[src/rtl/stk_pkg.sv]
package stk_pkg;

    typedef enum logic [2:0] {
        ST_IDLE,
        ST_PUSH_ADV,
        ST_PUSH_WR,
        ST_POP_RD,
        ST_POP_RET
    } stk_state_e;

    typedef enum logic [1:0] {
        CMD_NONE,
        CMD_PUSH,
        CMD_POP
    } stk_cmd_e;

endpackage

[src/rtl/stk_bounds.sv]
module stk_bounds #(
    parameter int unsigned ADDR_W    = 8,
    parameter bit          GROW_UP   = 1'b1,
    parameter bit          LAST_FULL = 1'b1,
    parameter int unsigned BASE      = 64,
    parameter int unsigned LIMIT     = 67
) (
    input  logic [ADDR_W-1:0] sp_cur,
    output logic [ADDR_W-1:0] sp_fwd,
    output logic [ADDR_W-1:0] sp_back,
    output logic              is_empty,
    output logic              is_full
);
    localparam logic [ADDR_W-1:0] STEP     = GROW_UP ? ADDR_W'(1) : {ADDR_W{1'b1}};
    localparam logic [ADDR_W-1:0] BASE_A   = ADDR_W'(BASE);
    localparam logic [ADDR_W-1:0] LIMIT_A  = ADDR_W'(LIMIT);
    localparam logic [ADDR_W-1:0] EMPTY_SP = LAST_FULL ? ADDR_W'(BASE_A - STEP) : BASE_A;
    localparam logic [ADDR_W-1:0] FULL_SP  = LAST_FULL ? LIMIT_A : ADDR_W'(LIMIT_A + STEP);

    always_comb begin
        sp_fwd   = sp_cur + STEP;
        sp_back  = sp_cur - STEP;
        is_empty = (sp_cur == EMPTY_SP);
        is_full  = (sp_cur == FULL_SP);
    end
endmodule

[src/rtl/stk_cmd_sel.sv]
module stk_cmd_sel
    import stk_pkg::*;
(
    input  logic idle,
    input  logic push_req,
    input  logic pop_req,
    input  logic is_empty,
    input  logic is_full,
    output logic start_push,
    output logic start_pop,
    output logic rej_push,
    output logic rej_pop
);
    stk_cmd_e cmd;

    always_comb begin
        if (!idle)         cmd = CMD_NONE;
        else if (push_req) cmd = CMD_PUSH;
        else if (pop_req)  cmd = CMD_POP;
        else               cmd = CMD_NONE;
    end

    always_comb begin
        start_push = 1'b0;
        start_pop  = 1'b0;
        rej_push   = 1'b0;
        rej_pop    = 1'b0;
        unique case (cmd)
            CMD_PUSH: begin
                start_push = !is_full;
                rej_push   = is_full;
            end
            CMD_POP: begin
                start_pop = !is_empty;
                rej_pop   = is_empty;
            end
            default: ;
        endcase
    end
endmodule

[src/rtl/stk_seq.sv]
module stk_seq
    import stk_pkg::*;
#(
    parameter bit LAST_FULL = 1'b1
) (
    input  logic clk,
    input  logic rst_n,
    input  logic start_push,
    input  logic start_pop,
    output logic idle,
    output logic busy,
    output logic acc_en,
    output logic acc_we,
    output logic ptr_fwd,
    output logic ptr_back,
    output logic pop_done
);
    stk_state_e state_q, state_d;

    // state register
    always_ff @(posedge clk or negedge rst_n) begin
        if (!rst_n) state_q <= ST_IDLE;
        else        state_q <= state_d;
    end

    // transitions: the order of phases follows the empty convention
    always_comb begin
        state_d = state_q;
        unique case (state_q)
            ST_IDLE: begin
                if (start_push)     state_d = LAST_FULL ? ST_PUSH_ADV : ST_PUSH_WR;
                else if (start_pop) state_d = LAST_FULL ? ST_POP_RD : ST_POP_RET;
            end
            ST_PUSH_ADV: state_d = LAST_FULL ? ST_PUSH_WR : ST_IDLE;
            ST_PUSH_WR:  state_d = LAST_FULL ? ST_IDLE : ST_PUSH_ADV;
            ST_POP_RD:   state_d = LAST_FULL ? ST_POP_RET : ST_IDLE;
            ST_POP_RET:  state_d = LAST_FULL ? ST_IDLE : ST_POP_RD;
            default:     state_d = ST_IDLE;
        endcase
    end

    // outputs
    always_comb begin
        idle     = 1'b0;
        busy     = 1'b1;
        acc_en   = 1'b0;
        acc_we   = 1'b0;
        ptr_fwd  = 1'b0;
        ptr_back = 1'b0;
        pop_done = 1'b0;
        unique case (state_q)
            ST_IDLE: begin
                idle = 1'b1;
                busy = 1'b0;
            end
            ST_PUSH_ADV: ptr_fwd = 1'b1;
            ST_PUSH_WR: begin
                acc_en = 1'b1;
                acc_we = 1'b1;
            end
            ST_POP_RD: begin
                acc_en   = 1'b1;
                pop_done = !LAST_FULL;
            end
            ST_POP_RET: begin
                ptr_back = 1'b1;
                pop_done = LAST_FULL;
            end
            default: begin
                idle = 1'b1;
                busy = 1'b0;
            end
        endcase
    end
endmodule

[src/rtl/stack_ptr_unit.sv]
module stack_ptr_unit #(
    parameter int unsigned ADDR_W    = 8,
    parameter int unsigned DATA_W    = 16,
    parameter bit          GROW_UP   = 1'b1,
    parameter bit          LAST_FULL = 1'b1,
    parameter int unsigned BASE      = 64,
    parameter int unsigned LIMIT     = 67
) (
    input  logic              clk,
    input  logic              rst_n,
    input  logic              push_req,
    input  logic              pop_req,
    input  logic [DATA_W-1:0] push_data,
    output logic              busy,
    output logic [ADDR_W-1:0] sp,
    output logic              mem_en,
    output logic              mem_we,
    output logic [ADDR_W-1:0] mem_addr,
    output logic [DATA_W-1:0] mem_wdata,
    input  logic [DATA_W-1:0] mem_rdata,
    output logic [DATA_W-1:0] pop_data,
    output logic              pop_valid,
    output logic              overflow,
    output logic              underflow
);
    localparam logic [ADDR_W-1:0] STEP     = GROW_UP ? ADDR_W'(1) : {ADDR_W{1'b1}};
    localparam logic [ADDR_W-1:0] EMPTY_SP = LAST_FULL ? ADDR_W'(ADDR_W'(BASE) - STEP)
                                                       : ADDR_W'(BASE);

    logic [ADDR_W-1:0] sp_q, sp_fwd, sp_back;
    logic [DATA_W-1:0] wdata_q, pdata_q;
    logic is_empty, is_full, idle;
    logic start_push, start_pop, rej_push, rej_pop;
    logic acc_en, acc_we, ptr_fwd, ptr_back, pop_done;
    logic pvalid_q, ovf_q, unf_q;

    stk_bounds #(
        .ADDR_W(ADDR_W), .GROW_UP(GROW_UP), .LAST_FULL(LAST_FULL),
        .BASE(BASE), .LIMIT(LIMIT)
    ) u_bounds (
        .sp_cur(sp_q), .sp_fwd(sp_fwd), .sp_back(sp_back),
        .is_empty(is_empty), .is_full(is_full)
    );

    stk_cmd_sel u_sel (
        .idle(idle), .push_req(push_req), .pop_req(pop_req),
        .is_empty(is_empty), .is_full(is_full),
        .start_push(start_push), .start_pop(start_pop),
        .rej_push(rej_push), .rej_pop(rej_pop)
    );

    stk_seq #(.LAST_FULL(LAST_FULL)) u_seq (
        .clk(clk), .rst_n(rst_n),
        .start_push(start_push), .start_pop(start_pop),
        .idle(idle), .busy(busy), .acc_en(acc_en), .acc_we(acc_we),
        .ptr_fwd(ptr_fwd), .ptr_back(ptr_back), .pop_done(pop_done)
    );

    always_ff @(posedge clk or negedge rst_n) begin
        if (!rst_n)        sp_q <= EMPTY_SP;
        else if (ptr_fwd)  sp_q <= sp_fwd;
        else if (ptr_back) sp_q <= sp_back;
    end

    always_ff @(posedge clk or negedge rst_n) begin
        if (!rst_n)          wdata_q <= '0;
        else if (start_push) wdata_q <= push_data;
    end

    always_ff @(posedge clk or negedge rst_n) begin
        if (!rst_n)                pdata_q <= '0;
        else if (acc_en && !acc_we) pdata_q <= mem_rdata;
    end

    always_ff @(posedge clk or negedge rst_n) begin
        if (!rst_n) begin
            pvalid_q <= 1'b0;
            ovf_q    <= 1'b0;
            unf_q    <= 1'b0;
        end else begin
            pvalid_q <= pop_done;
            ovf_q    <= rej_push;
            unf_q    <= rej_pop;
        end
    end

    assign sp        = sp_q;
    assign mem_en    = acc_en;
    assign mem_we    = acc_en & acc_we;
    assign mem_addr  = sp_q;
    assign mem_wdata = wdata_q;
    assign pop_data  = pdata_q;
    assign pop_valid = pvalid_q;
    assign overflow  = ovf_q;
    assign underflow = unf_q;
endmodule

[config.mk]
export PLATFORM = sky130hd
export DESIGN_NAME = stack_ptr_unit
export DESIGN_NICKNAME = d
export VERILOG_FILES = /design/src/rtl/stk_pkg.sv /design/src/rtl/stk_bounds.sv /design/src/rtl/stk_cmd_sel.sv /design/src/rtl/stk_seq.sv /design/src/rtl/stack_ptr_unit.sv
export SDC_FILE = /design/constraint.sdc
export NUM_CORES = 1
export LEC_CHECK = 0
export BUFFER_PORTS_ARGS = -buffer_cell sky130_fd_sc_hd__buf_2
export CAP_MARGIN = 30
export CORE_MARGIN = 2
export CORE_UTILIZATION = 48
export DETAILED_ROUTE_END_ITERATION = 6
export HOLD_SLACK_MARGIN = 0.12
export PLACE_DENSITY = 0.8
export SYNTH_ARGS = -nofsm -noshare
export SYNTH_HDL_FRONTEND = slang
export SYNTH_SLANG_ARGS = --single-unit
[constraint.sdc]
create_clock -name clk -period 2.45 [get_ports clk]
set_input_delay 0.1225 -clock clk [delete_from_list [all_inputs] [get_ports clk]]
set_output_delay 0.1225 -clock clk [all_outputs]
set_load 0.02 [all_outputs]
==> flow_summary.json <==
{
  "leakage_nw": 1.54,
  "clk_pin_slew_ps": 90,
  "grt_max_degree": 43,
  "cts_buffers": 5,
  "multiInputGateArea_um2": 911,
  "synth_mux_area_frac": 0.186,
  "cts_setup_buffers": 0,
  "place_area_um2": 2630,
  "worst_setup_path_start_kind": "flop",
  "syn_nets": 208,
  "fin_crit_ps": 2290,
  "switching_share": 0.428,
  "synth_seq_cells": 46,
  "crit_chain": "nor3b_2 -> inv_2 -> fa_1 -> a21oi_1 -> o21ai_0 -> a2111o_1 -> nand3_1",
  "rsz0062_at_grt": "no",
  "worst_pin_slew_ps": 709,
  "syn2layout_area_growth_pct": 40.8,
  "cts_sinks": 46,
  "power_mw": 4.33,
  "fillers": 308,
  "fmax_mhz": 436,
  "max-cap-violations": 0,
  "cp.required_ps": 2680,
  "worstHoldEndpoint": "u_seq.state_q[1]",
  "antenna_cells": 0,
  "rr_endpoint": "mem_addr[6]",
  "r2r_slack_ps": 160,
  "hold_class": "input pin to flop",
  "ioPinCount": 90,
  "portBuffers": 89,
  "synth_compound_area_frac": 0.0563,
  "die_x_um": 71.7,
  "dieArea_um2": 5140,
  "wl_per_cell_um": 14.7,
  "layout-drive-gt1-share": 0.505,
  "regArea_um2": 1160,
  "clk_latency_ps": 300,
  "syn_area_per_cell_um2": 13.3,
  "yosys_warnings": 0,
  "synth_edf_count": 0,
  "vias": 1720,
  "async_reset_ff_frac": 1.00,
  "layout_commonest_cell": "buf_2",
  "hold_viol_final": 0,
  "ys_types": 45,
  "core_area_um2": 4380,
  "nNetsFinal": 329,
  "wl_mm": 5.00,
  "worstSetupEndpointType": "flop",
  "yosys_most_used_dff": "dfrtp_1",
  "design_area_um2": 3100,
  "clock_path_buffers": 2,
  "clockPowerShare": 0.129,
  "grt_pass1_wl_mm": 8.04,
  "vias_per_cell": 5.07,
  "detail-route-antenna-nets": 0,
  "power_density_nw_per_um2": 1400,
  "antenna_found_initial": 0,
  "netlist_instances": 165,
  "slowest_stage": "dfrtp_1",
  "synthXorXnorAreaFrac": 0.0233,
  "critPathArrivalTime_ps": 2530,
  "synthAdderAreaFrac": 0.0432,
  "final_cell_mix": "buf_2 (89), dfrtp_1 (40), dlygate4sd3_1 (35)",
  "holdPathStages": 3,
  "num_rows": 24,
  "grt_pass1_vias": 1720,
  "p_sw_mw": 1.86,
  "drv_slew": 0,
  "initial_core_util": 0.502,
  "status": "completed",
  "synth_seq_area_share": 0.527,
  "crit_type": "flop to flop",
  "drt-initial-drc-count": 67,
  "post-route-drc-count": 0,
  "syn_area_um2": 2200,
  "place_congestion": 0.912,
  "reg2reg_depth": 7,
  "synth_top_family_by_area": "multiplexers",
  "dp_hpwl_mm": 3.20,
  "synth-simple-area-share": 0.105,
  "r2r_start": "u_seq.state_q[1]",
  "utilization": 0.706,
  "slew_headroom": 0.526,
  "max_stage_delay_ps": 470,
  "grt_overflow": 0,
  "h-tree-depth": 2,
  "cts_tree": "done",
  "finalSetupViolations": 0,
  "dr.pass1.iters": 4,
  "timing.hold.ws_ps": 156,
  "combPwrFrac": 0.541,
  "ir_drop_uv": 778,
  "die_h_um": 71.7,
  "finalSetupTns_ps": 0,
  "finClkSkew_ps": 6.94,
  "holdCritStartpoint": "pop_req",
  "finalCritPeriodShare": 0.937,
  "critical_path.max_fanout": 10,
  "cts-root-buf": "clkbuf_8",
  "internal-power_mw": 2.48,
  "pwr-share-seq": 0.330,
  "track_usage": 0.205
}
cell usage after synthesis, types with 2 or more instances:
cell	number	area [µm²]
nor4_1	2	12.5
nand2_1	7	26.3
a21oi_1	6	30.0
dfrtp_1	40	1000
mux2_2	23	259
dfstp_2	6	158
nand3_1	3	15.0
ha_1	6	75.1
a211oi_1	2	15.0
xnor2_1	4	35.0
inv_1	6	22.5
o21ai_0	4	20.0
and2_1	2	12.5
mux2_4	10	150
nor2_1	4	15.0
nand2b_1	3	18.8
buf_4	9	67.6
repair_timing:
| action | CTS | global route |
|---|---|---|
| endpoints found under the hold margin | 75 | 0 |
| setup endpoints to repair | 0 | 0 |
| gates resized for setup | 0 | 0 |
| hold buffers | 35 | 0 |
area by class of cell:
class / instances / share of cell area
Clock inverter: 3 / 0.0141
Clock buffer: 5 / 0.0222
Sequential cell: 46 / 0.374
Inverter: 7 / 0.00848
Timing Repair Buffer: 126 / 0.266
Tap cell: 52 / 0.0210
Multi-Input combinational cell: 100 / 0.294
power groups by stage:
| stage | Sequential, mW | Combinational (mW) | Clock (mW) |
|---|---|---|---|
| floorplan | 1.84 | 1.33 | 0 |
| global placement | 1.42 | 2.24 | 0 |
| detailed placement | 1.44 | 2.29 | 0 |
| CTS | 1.42 | 2.34 | 0.577 |
| global route | 1.49 | 2.53 | 0.609 |
| finish | 1.43 | 2.34 | 0.561 |
worst max path at each step:
stage	slack [ps]	cells after the start	from	to
2_1_floorplan	400	7	u_seq.state_q[1]	mem_addr[6]
3_3_place_gp	280	7	u_seq.state_q[1]	mem_addr[6]
3_5_place_dp	210	7	u_seq.state_q[1]	mem_addr[6]
4_1_cts	180	7	u_seq.state_q[1]	mem_addr[6]
5_1_grt	50	7	u_seq.state_q[0]	mem_addr[6]
6_report	160	7	u_seq.state_q[1]	mem_addr[6]
state kept, by name (all words and copies together), names as in the netlist:
register	cells
mem_addr	8
u_seq.state_q	3
pop_data	16
mem_wdata	16
overflow	1
underflow	1
pop_valid	1
through the flow:
stage / worst slack [ps] / instances
2_1_floorplan: 401 / 165
3_3_place_gp: 279 / 295
3_5_place_dp: 210 / 296
4_1_cts: 182 / 339
5_1_grt: 53.7 / 339
6_report: 155 / 339
critical path: cells and delay by family (launching register included):
family	cells	cell delay (ps)
AOI/OAI and AO/OA	3	770
DFF	1	470
adders and majority gates	1	420
and+or+nand+nor	2	390
buffers and inverters	1	160
cell families (layout without fill, tap and decap cells):
kind of cell | Yosys count | after routing
AOI/OAI and AO/OA | 19 | 19
DFF | 46 | 46
adders and majority gates | 7 | 7
buffers and inverters | 19 | 141
muxes | 33 | 33
and+or+nand+nor | 36 | 36
xor gates and xnor gates | 5 | 5
routing by layer:
metal | part of all wire | vias to the layer above | track usage
li1 | - | 824 | -
met1 | 0.41 | 835 | 0.251
met2 | 0.52 | 52 | 0.349
met3 | 0.045 | 9 | 0.0450
met4 | 0.024 | 0 | 0.0881
met5 | 0 | - | 0
Power figures use the tool's default switching activity.
